### config.mk
export PLATFORM = sky130hd
export DESIGN_NAME = rtc_trim_calendar
export DESIGN_NICKNAME = d
export VERILOG_FILES = /design/src/rtl/rtc_cal_pkg.sv /design/src/rtl/rtc_trim_div.sv /design/src/rtl/rtc_bcd_wrap.sv /design/src/rtl/rtc_cal_chain.sv /design/src/rtl/rtc_trim_calendar.sv
export SDC_FILE = /design/constraint.sdc
export NUM_CORES = 1
export LEC_CHECK = 0
export ABC_CLOCK_PERIOD_IN_PS = 5380
export BUFFER_PORTS_ARGS = -buffer_cell sky130_fd_sc_hd__clkbuf_2
export CAP_MARGIN = 5
export CORE_MARGIN = 4
export CORE_UTILIZATION = 40
export DETAILED_ROUTE_END_ITERATION = 8
export SETUP_SLACK_MARGIN = 0.05
export SLEW_MARGIN = 20
export SYNTH_ARGS = -nofsm -noshare
export SYNTH_HDL_FRONTEND = slang
export SYNTH_SLANG_ARGS = --single-unit
### constraint.sdc
create_clock -name clk -period 5.38 [get_ports clk]
set_input_delay 0.538 -clock clk [delete_from_list [all_inputs] [get_ports clk]]
set_output_delay 0.538 -clock clk [all_outputs]
set_load 0.005 [all_outputs]
### src/rtl/rtc_cal_pkg.sv
package rtc_cal_pkg;

  // Add one to a two-digit packed BCD value.
  function automatic logic [7:0] bcd_inc(input logic [7:0] v);
    logic [7:0] r;
    if (v[3:0] == 4'h9) r = {v[7:4] + 4'h1, 4'h0};
    else                r = {v[7:4], v[3:0] + 4'h1};
    return r;
  endfunction

  // (10*tens + units) mod 4 equals (2*tens + units) mod 4.
  function automatic logic is_leap(input logic [7:0] yr);
    logic [1:0] m4;
    m4 = {yr[4], 1'b0} + yr[1:0];
    return (m4 == 2'd0);
  endfunction

  function automatic logic [7:0] month_last(input logic [7:0] mon,
                                             input logic [7:0] yr);
    logic [7:0] r;
    case (mon)
      8'h02:                      r = is_leap(yr) ? 8'h29 : 8'h28;
      8'h04, 8'h06, 8'h09, 8'h11: r = 8'h30;
      default:                    r = 8'h31;
    endcase
    return r;
  endfunction

endpackage

### src/rtl/rtc_trim_div.sv
module rtc_trim_div #(
  parameter int DIV_COUNT = 32768,
  parameter int TRIM_STEP = 39
) (
  input  logic       clk,
  input  logic       rst_n,
  input  logic       tick_en,
  input  logic       clear,
  input  logic [2:0] trim_code,
  input  logic       last_sec,
  output logic       sec_pulse
);
  localparam int MAX_LEN = DIV_COUNT + 3 * TRIM_STEP;
  localparam int CW      = $clog2(MAX_LEN + 1);
  localparam logic [CW-1:0] BASE   = CW'(DIV_COUNT);
  localparam logic [CW-1:0] STEP_W = CW'(TRIM_STEP);
  localparam logic [CW-1:0] ONE    = CW'(1);

  logic [CW-1:0] cnt_q, cnt_d, adj, len;
  logic          at_end, cnt_en;

  always_comb begin
    adj = CW'(trim_code[1:0]) * STEP_W;
    if (!last_sec)         len = BASE;
    else if (trim_code[2]) len = BASE - adj;
    else                   len = BASE + adj;
  end

  assign at_end    = (cnt_q >= len - ONE);
  assign sec_pulse = tick_en & ~clear & at_end;
  assign cnt_en    = clear | tick_en;

  always_comb begin
    cnt_d = cnt_q;
    if (clear)        cnt_d = '0;
    else if (at_end)  cnt_d = '0;
    else              cnt_d = cnt_q + ONE;
  end

  always_ff @(posedge clk or negedge rst_n) begin
    if (!rst_n)      cnt_q <= '0;
    else if (cnt_en) cnt_q <= cnt_d;
  end

  AST_CLEAR_RESTARTS: assert property (@(posedge clk) disable iff (!rst_n)
    clear |=> (cnt_q == '0));
  AST_IDLE_HOLDS_COUNT: assert property (@(posedge clk) disable iff (!rst_n)
    (!tick_en && !clear) |=> $stable(cnt_q));
  AST_PULSE_RESTARTS: assert property (@(posedge clk) disable iff (!rst_n)
    sec_pulse |=> (cnt_q == '0));

endmodule

### src/rtl/rtc_bcd_wrap.sv
module rtc_bcd_wrap
  import rtc_cal_pkg::*;
#(
  parameter logic [7:0] RST_VAL = 8'h00
) (
  input  logic       clk,
  input  logic       rst_n,
  input  logic       inc,
  input  logic       load,
  input  logic [7:0] load_val,
  input  logic [7:0] lo,
  input  logic [7:0] hi,
  output logic [7:0] val,
  output logic       carry
);
  logic [7:0] val_q, val_d;
  logic       at_top, upd;

  assign at_top = (val_q == hi);
  assign upd    = load | inc;
  assign carry  = inc & ~load & at_top;
  assign val    = val_q;

  always_comb begin
    val_d = val_q;
    if (load)     val_d = load_val;
    else if (inc) val_d = at_top ? lo : bcd_inc(val_q);
  end

  always_ff @(posedge clk or negedge rst_n) begin
    if (!rst_n)   val_q <= RST_VAL;
    else if (upd) val_q <= val_d;
  end

  AST_FIELD_LOAD: assert property (@(posedge clk) disable iff (!rst_n)
    load |=> (val_q == $past(load_val)));
  AST_FIELD_WRAP: assert property (@(posedge clk) disable iff (!rst_n)
    (inc && !load && val_q == hi) |=> (val_q == $past(lo)));
  AST_FIELD_HOLD: assert property (@(posedge clk) disable iff (!rst_n)
    (!inc && !load) |=> $stable(val_q));

endmodule

### src/rtl/rtc_cal_chain.sv
module rtc_cal_chain
  import rtc_cal_pkg::*;
(
  input  logic       clk,
  input  logic       rst_n,
  input  logic       day_adv,
  input  logic       load,
  input  logic [7:0] load_date,
  input  logic [7:0] load_month,
  input  logic [7:0] load_year,
  input  logic [2:0] load_dow,
  output logic [7:0] date,
  output logic [7:0] month,
  output logic [7:0] year,
  output logic [2:0] dow
);
  logic [7:0] last_day;
  logic       date_cry, mon_cry, yr_cry;
  logic [2:0] dow_q, dow_d;
  logic       dow_en;

  assign last_day = month_last(month, year);

  rtc_bcd_wrap #(.RST_VAL(8'h01)) u_date (
    .clk(clk), .rst_n(rst_n), .inc(day_adv), .load(load), .load_val(load_date),
    .lo(8'h01), .hi(last_day), .val(date), .carry(date_cry));

  rtc_bcd_wrap #(.RST_VAL(8'h01)) u_month (
    .clk(clk), .rst_n(rst_n), .inc(date_cry), .load(load), .load_val(load_month),
    .lo(8'h01), .hi(8'h12), .val(month), .carry(mon_cry));

  rtc_bcd_wrap #(.RST_VAL(8'h00)) u_year (
    .clk(clk), .rst_n(rst_n), .inc(mon_cry), .load(load), .load_val(load_year),
    .lo(8'h00), .hi(8'h99), .val(year), .carry(yr_cry));

  assign dow_en = load | day_adv;
  assign dow    = dow_q;

  always_comb begin
    dow_d = dow_q;
    if (load)               dow_d = load_dow;
    else if (dow_q >= 3'd6) dow_d = 3'd0;
    else                    dow_d = dow_q + 3'd1;
  end

  always_ff @(posedge clk or negedge rst_n) begin
    if (!rst_n)      dow_q <= 3'd0;
    else if (dow_en) dow_q <= dow_d;
  end

  AST_DOW_WRAP: assert property (@(posedge clk) disable iff (!rst_n)
    (day_adv && !load && dow_q == 3'd6) |=> (dow_q == 3'd0));
  AST_LEAP_DAY: assert property (@(posedge clk) disable iff (!rst_n)
    (day_adv && !load && month == 8'h02 && date == 8'h28 && year[1:0] == 2'b00
     && year[4] == 1'b0) |=> (date == 8'h29));
  AST_CENTURY_WRAP: assert property (@(posedge clk) disable iff (!rst_n)
    yr_cry |=> (year == 8'h00 && month == 8'h01 && date == 8'h01));

endmodule

### src/rtl/rtc_trim_calendar.sv
module rtc_trim_calendar #(
  parameter int DIV_COUNT = 32768,
  parameter int TRIM_STEP = 39
) (
  input  logic       clk,
  input  logic       rst_n,
  input  logic       tick_en,
  input  logic [2:0] trim_code,
  input  logic       load_en,
  input  logic [7:0] load_sec,
  input  logic [7:0] load_min,
  input  logic [7:0] load_hour,
  input  logic [7:0] load_date,
  input  logic [7:0] load_month,
  input  logic [7:0] load_year,
  input  logic [2:0] load_dow,
  output logic [7:0] sec,
  output logic [7:0] min,
  output logic [7:0] hour,
  output logic [7:0] date,
  output logic [7:0] month,
  output logic [7:0] year,
  output logic [2:0] dow
);
  localparam int NFIELD = 3;

  logic [1:0] rst_pipe;
  logic       rst_n_s;

  always_ff @(posedge clk or negedge rst_n) begin
    if (!rst_n) rst_pipe <= 2'b00;
    else        rst_pipe <= {rst_pipe[0], 1'b1};
  end
  assign rst_n_s = rst_pipe[1];

  logic       sec_pulse;
  logic [7:0] t_val  [NFIELD];
  logic [7:0] t_load [NFIELD];
  logic       t_inc  [NFIELD];
  logic       t_cry  [NFIELD];

  rtc_trim_div #(.DIV_COUNT(DIV_COUNT), .TRIM_STEP(TRIM_STEP)) u_div (
    .clk(clk), .rst_n(rst_n_s), .tick_en(tick_en), .clear(load_en),
    .trim_code(trim_code), .last_sec(t_val[0] == 8'h59), .sec_pulse(sec_pulse));

  assign t_load[0] = load_sec;
  assign t_load[1] = load_min;
  assign t_load[2] = load_hour;
  assign t_inc[0]  = sec_pulse;

  generate
    for (genvar i = 0; i < NFIELD; i++) begin : g_time
      localparam logic [7:0] TOP = (i == NFIELD - 1) ? 8'h23 : 8'h59;
      if (i > 0) begin : g_link
        assign t_inc[i] = t_cry[i-1];
      end
      rtc_bcd_wrap #(.RST_VAL(8'h00)) u_field (
        .clk(clk), .rst_n(rst_n_s), .inc(t_inc[i]), .load(load_en),
        .load_val(t_load[i]), .lo(8'h00), .hi(TOP),
        .val(t_val[i]), .carry(t_cry[i]));
    end
  endgenerate

  assign sec  = t_val[0];
  assign min  = t_val[1];
  assign hour = t_val[2];

  rtc_cal_chain u_cal (
    .clk(clk), .rst_n(rst_n_s), .day_adv(t_cry[NFIELD-1]), .load(load_en),
    .load_date(load_date), .load_month(load_month), .load_year(load_year),
    .load_dow(load_dow), .date(date), .month(month), .year(year), .dow(dow));

  AST_SEC_NEEDS_TICK: assert property (@(posedge clk) disable iff (!rst_n_s)
    (!tick_en && !load_en) |=> $stable(sec));
  AST_MIDNIGHT_ROLL: assert property (@(posedge clk) disable iff (!rst_n_s)
    (t_cry[NFIELD-1]) |=> (sec == 8'h00 && min == 8'h00 && hour == 8'h00));

endmodule

# Yosys cells after proc, flatten, opt, wreduce, memory -nomap -nowiden
# Cells that the tools add are included.
# Widths: inputs -> output; s select.
# word_totals
output_inout_bits	51
ff_bits	69
in_bits	58
# classes
n_reduce_logical	26
add_sub_neg	18
n_lt_le_gt_ge	2
muxes	32
n_mul	1
bitwise_logic	20
n_eq_ne	17
# ops
cell	count
$mux 8	24
$mux 16	4
$add 4x1->4 const B	12
$eq 4x4->1 const B	6
$reduce_and 3->1	6
$reduce_bool 3->1	6
$add 16x1->16 const B	1
$add 16x8->16 const A	1
$eq 8x3->1 const B	2
$eq 8x5->1 const B	2
$eq 8x7->1 const B	2
$ge 16x16->1	1
$pmux 8 s2	1
$sub 16x1->16 const B	1
$sub 16x8->16 const A	1
$and 1x1->1	12
$reduce_and 2->1	6
$reduce_bool 2->1	6
$eq 8x2->1 const B	1
$eq 8x4->1 const B	1
$eq 8x6->1 const B	1
$eq 8x8->1	1
$eq 8x8->1 const B	1
$mul 2x6->8 const B	1
9 further kinds	16

# Depth between registers and ports, before layout
# depth
ltp_word	19
depth_mapped	21

# Modules after synthesis
# A second synthesis with hierarchy kept.
# hier_totals
cells_unflattened	749
hier_area_um2	6656.4
# modules_own_cells
module	n_inst	seq_area_each_um2	cells_per_inst	area_each_um2
rtc_bcd_wrap (g_time[0].u_field ...)	4	200.2	87	783.3
rtc_trim_div	1	400.4	186	1614.0
rtc_bcd_wrap (u_cal.u_date ...)	2	201.4	87	784.5
rtc_cal_chain	1	75.1	34	256.5
rtc_trim_calendar	1	50.0	7	83.8

# Least setup slack after synthesis
# OpenSTA, ideal clock, no wires.
# synth_path
path_type	input to register
start	input port trim_code[0]
end	register g_time[0].u_field.val_q[4]
arrival_time_ps	4508
n_path_buf	2
setup_slack_ps	748
cell_stages	17
t_required_ps	5255
path_cell_list	clkbuf_1 -> inv_1 -> ha_1 -> nand2b_1 -> nor2_1 -> mux2i_1 -> o41ai_1 -> a21boi_0 -> nor2_1 -> ha_1 -> and3_1 -> a221o_1 -> a221oi_2 -> a21oi_1 -> clkbuf_1 -> a21oi_1 -> mux2_2
# synth_via
elab_chain_cells	9
word_cells_on_any_way	11
classes_between	3 x add/sub; 1 x mul; 1 x order compare; 2 x mux; 2 x bitwise; 2 x reduce/logical
# synth_lines
element	line	text
from (decl)	rtc_trim_calendar.sv:8	input logic [2:0] trim_code,
$mul 2x6->8 (*)	rtc_trim_div.sv:23	adj = CW'(trim_code[1:0]) * STEP_W;
$add 16x8->16 or $sub 16x8->16 (tied branches)	rtc_trim_div.sv:26, rtc_trim_div.sv:25	
$mux 16 (*)	rtc_trim_div.sv:25	else if (trim_code[2]) len = BASE - adj;
$mux 16 (*)	rtc_trim_div.sv:24	if (!last_sec) len = BASE;
$sub 16x1->16 (*)	rtc_trim_div.sv:29	assign at_end = (cnt_q >= len - ONE);
$ge 16x16->1 (*)	rtc_trim_div.sv:29	
$and 1x1->1 (*)	rtc_trim_div.sv:30	assign sec_pulse = tick_en & ~clear & at_end;
$reduce_bool 2->1 (no source line) or $or 1x1->1 (tied branches)	--	
$reduce_and 3->1 (no source line) (*)	--	
to (signal assigned)	rtc_bcd_wrap.sv:32	else if (upd) val_q <= val_d;
to (decl)	rtc_bcd_wrap.sv:16	logic [7:0] val_q, val_d;
# Every way passes the cells marked *; elsewhere a longest branch is shown, timed or not.
# A chain may end at the register's enable or synchronous reset.

# Final worst setup path
# layout_path
start	input port trim_code[0]
end	register u_cal.u_year.val_q[4] (netlist: u_cal.u_year.val[4])
# layout_via
elab_chain_cells	19
word_cells_on_any_way	21
classes_between	3 x add/sub; 1 x mul; 1 x order compare; 2 x mux; 12 x bitwise; 2 x reduce/logical
# layout_lines
element	line	text
$mul 2x6->8 (*)	rtc_trim_div.sv:23	
$add 16x8->16 or $sub 16x8->16 (tied branches)	rtc_trim_div.sv:26, rtc_trim_div.sv:25	
$mux 16 (*)	rtc_trim_div.sv:25	
$mux 16 (*)	rtc_trim_div.sv:24	
$sub 16x1->16 (*)	rtc_trim_div.sv:29	
$ge 16x16->1 (*)	rtc_trim_div.sv:29	
$and 1x1->1 (*)	rtc_trim_div.sv:30	
$and 1x1->1 (*) (10 in series)	rtc_bcd_wrap.sv:21	assign carry = inc & ~load & at_top;
$reduce_bool 2->1 (no source line) or $or 1x1->1 (tied branches)	--	
$reduce_and 3->1 (no source line) (*)	--	
to (signal assigned)	rtc_bcd_wrap.sv:32	
to (decl)	rtc_bcd_wrap.sv:16	
# Marks and branches as above.

==> reports/summary.txt <==
status = finished, final reports clean
crit path DAT = 4.99 ns
Post-DP HPWL = 9930 um
initial antenna violation count = 0
io pins = 109
clock buffers created by TritonCTS = 9
first-pass GRT wire length = 22000 um
total of max-cap violations = 0
CTS tree = done
syn nets = 707
P&R area growth vs syn = 20.0%
Seq/Total Area, Yosys = 33.9%
Worst Max-Slew Pin Slew = 0.908 ns
H-tree depth = 3
RSZ-0062 raised after global routing = no
library cells used by synthesis = 71
Core Region = 12300 sq um
Worst Setup SP = trim_code[0]
CTS clk-pin slew, worst paths = 0.06 ns
Relative slew margins = 39.3%
Worst Path Class, Setup = input port to register
n_diodes = 0
RR Startpoint = g_time[0].u_field.val[0]
clk_lat worst skew = 0.34 ns
Area after DPL = 5790 sq um
Die Area = 14600 sq um
fmax = 210 MHz
CP Max Fanout = 14
Hold Path Class = register to async pin
CTS Buffer Depth = 2
fin crit share = 88.7%
Via Count = 4863
routed len/inst = 15.3 um
Post-synth EDFFs = 0
Avg Inst Size Synth = 8.48 sq um
final setup fails = 0
Port Buffers = 108
register bit count reported by yosys = 69
CP startpoint kind = input port
Fin Hold WS = 0.224 ns
Synth Flop Type = dfrtp_1
vias in the first global route = 4609
Leak = 2.92 nW
multi-input logic area = 3180 sq um
Cell Pwr Density = 253 nW/um^2
die height = 121 um
Resize count post-CTS = 0
largest net degree at the start of global routing = 77
Pins Over Slew Limit = 0
post-route minimum period = 4.77 ns
share of cells above drive strength 1 = 20.9%
Layout fillers = 1197
setup TNS = 0 ns
Routed Antenna Nets = 0
Mapped Area = 5100 sq um
final instance area = 6120 sq um
Total GRT Usage = 18.3%
clk sink count = 69
vias per cell = 5.56
Routed WL = 13400 um
# DRC = 0
worst vdd ir = 218 uV
Site Rows = 40
Initial Utilization = 41.6%
CTS root buffer = clkbuf_16
Worst setup EP type = register
GP Congestion = 0.839
asr flop ratio synth = 100%
DR iter-0 viols = 427
Setup Skew = 0.0100 ns
synthesized instance count = 602
register area = 1730 sq um
final-report hold violation count = 0
Die X = 121 um
synth warn = 0
Layout Nets = 807
1st-pass router iterations = 8
total global routing overflow = 0
worst path required time = 5.60 ns
timing repair:
action,in CTS,in global routing
buffers inserted,0,0
hold buffers,1,0
endpoints found under the hold margin,2,0
cell type report:
type	count	share of cell area (%)
multi-input combinational	485	52.0
sequential	69	28.3
timing repair buffer	114	9.61
clock buffer	10	3.90
tap	168	3.43
clock inverter	6	1.41
inverter	23	1.41
layout by cell type, fill, tap and decap left out, types with 10 or more instances in the layout:
| cell | synthesis | final |
|---|---|---|
| nand2b_1 | 10 | 10 |
| clkbuf_2 | 0 | 108 |
| nor3_1 | 13 | 13 |
| nor2_1 | 67 | 67 |
| dfrtp_1 | 67 | 66 |
| ha_1 | 47 | 47 |
| nand2_1 | 56 | 56 |
| o21ai_0 | 59 | 59 |
| inv_1 | 23 | 23 |
| mux2i_1 | 11 | 11 |
| and3_1 | 10 | 10 |
| a31oi_1 | 10 | 10 |
| nand3_1 | 24 | 24 |
| a21oi_1 | 40 | 40 |
sequential cells by signal, indices dropped and copies added, names as in the netlist:
name and cells:
u_cal.u_date.val 8, u_cal.u_month.val 8, g_time.u_field.val 24, u_cal.dow 3, u_div.cnt_q 16, u_cal.u_year.val 8, rst_pipe 2
worst paths after layout:
check	endpoint	slack, ns	cells after the start
max	u_cal.u_year.val[4]	0.61	17
min	u_cal.u_month.val[3]	0.22	0
max reg2reg	g_time[1].u_field.val[4]	0.68	16
min reg2reg	u_cal.u_month.val[3]	0.22	0
max in group asynchronous	g_time[1].u_field.val[5]	4.15	1
min in group clk	rst_pipe[1]	0.35	0
per-layer routing:
layer	track usage (%)	routed length, um	up-vias
li1	-	-	2408
met1	24.2	6180	2308
met2	29.6	6320	128
met3	3.82	625	19
met4	6.52	233	0
met5	0	0	-
cells in the mapped netlist, types with 3 or more instances:
library cell	n	area [sq um]
dfrtp_1	67	1680
nor2_1	67	251
o21ai_0	59	295
nand2_1	56	210
ha_1	47	588
a21oi_1	40	200
nand3_1	24	120
inv_1	23	86.3
clkbuf_1	20	75.1
nor3_1	13	65.1
mux2i_1	11	110
a31oi_1	10	62.6
and3_1	10	62.6
nand2b_1	10	62.6
a2bb2oi_1	9	78.8
o31ai_1	9	67.6
nor2b_1	8	50.1
a221o_1	7	70.1
and2_1	6	37.5
nor3b_1	6	45.0
nand4_1	5	31.3
nor4_1	5	31.3
o41ai_1	5	43.8
xnor2_1	5	43.8
a211oi_1	4	30.0
a21o_1	4	30.0
and3b_1	4	35.0
buf_2	4	20.0
xor2_1	4	35.0
a32oi_1	3	26.3
nand3b_1	3	22.5
o22a_1	3	26.3
or2_2	3	18.8
cells by family after synthesis:
| group | Yosys count | share of synthesized area, % |
|---|---|---|
| AO/OA/AOI/OAI | 181 | 23.3 |
| XOR/XNOR | 9 | 1.54 |
| adder cells (fa/ha/maj) | 47 | 11.5 |
| buffers and inverters | 48 | 3.78 |
| flip-flops | 69 | 33.9 |
| multiplexers | 13 | 2.60 |
| other | 1 | 0.0735 |
| AND/OR/NAND/NOR | 234 | 23.3 |
where the power goes:
group	internal, W	switching [W]	total [W]
Combinational	0.000127	0.000142	0.000269
Clock	0.000417	0.000230	0.000647
Sequential	0.000564	0.0000706	0.000634
worst max-delay path: stages:
cell and delay, ns:
clkbuf_2 0.19, inv_1 0.13, ha_1 0.21, nand2b_1 0.17
nor2_1 0.16, mux2i_1 0.15, o41ai_1 0.49, a21boi_0 0.51
nor2_1 0.14, ha_1 0.32, and4_1 0.24, and3_1 0.20
nand3b_1 0.15, a21boi_1 0.39, o2111a_1 0.58, a21oi_1 0.12
a211o_1 0.29
stage by stage:
| stage | cells | utilization [%] | total power (W) | setup WS (ns) |
|---|---|---|---|---|
| after floorplan | 602 | - | 0.000794 | 0.748 |
| after global placement | 858 | 47.2 | 0.000905 | 0.462 |
| after detailed placement | 858 | 47.2 | 0.000913 | 0.290 |
| after CTS | 875 | 49.9 | 0.00157 | 0.624 |
| after global routing | 875 | 49.9 | 0.00164 | 0.138 |
| final | 875 | 49.9 | 0.00155 | 0.607 |
(Power assumes the default switching activity.)
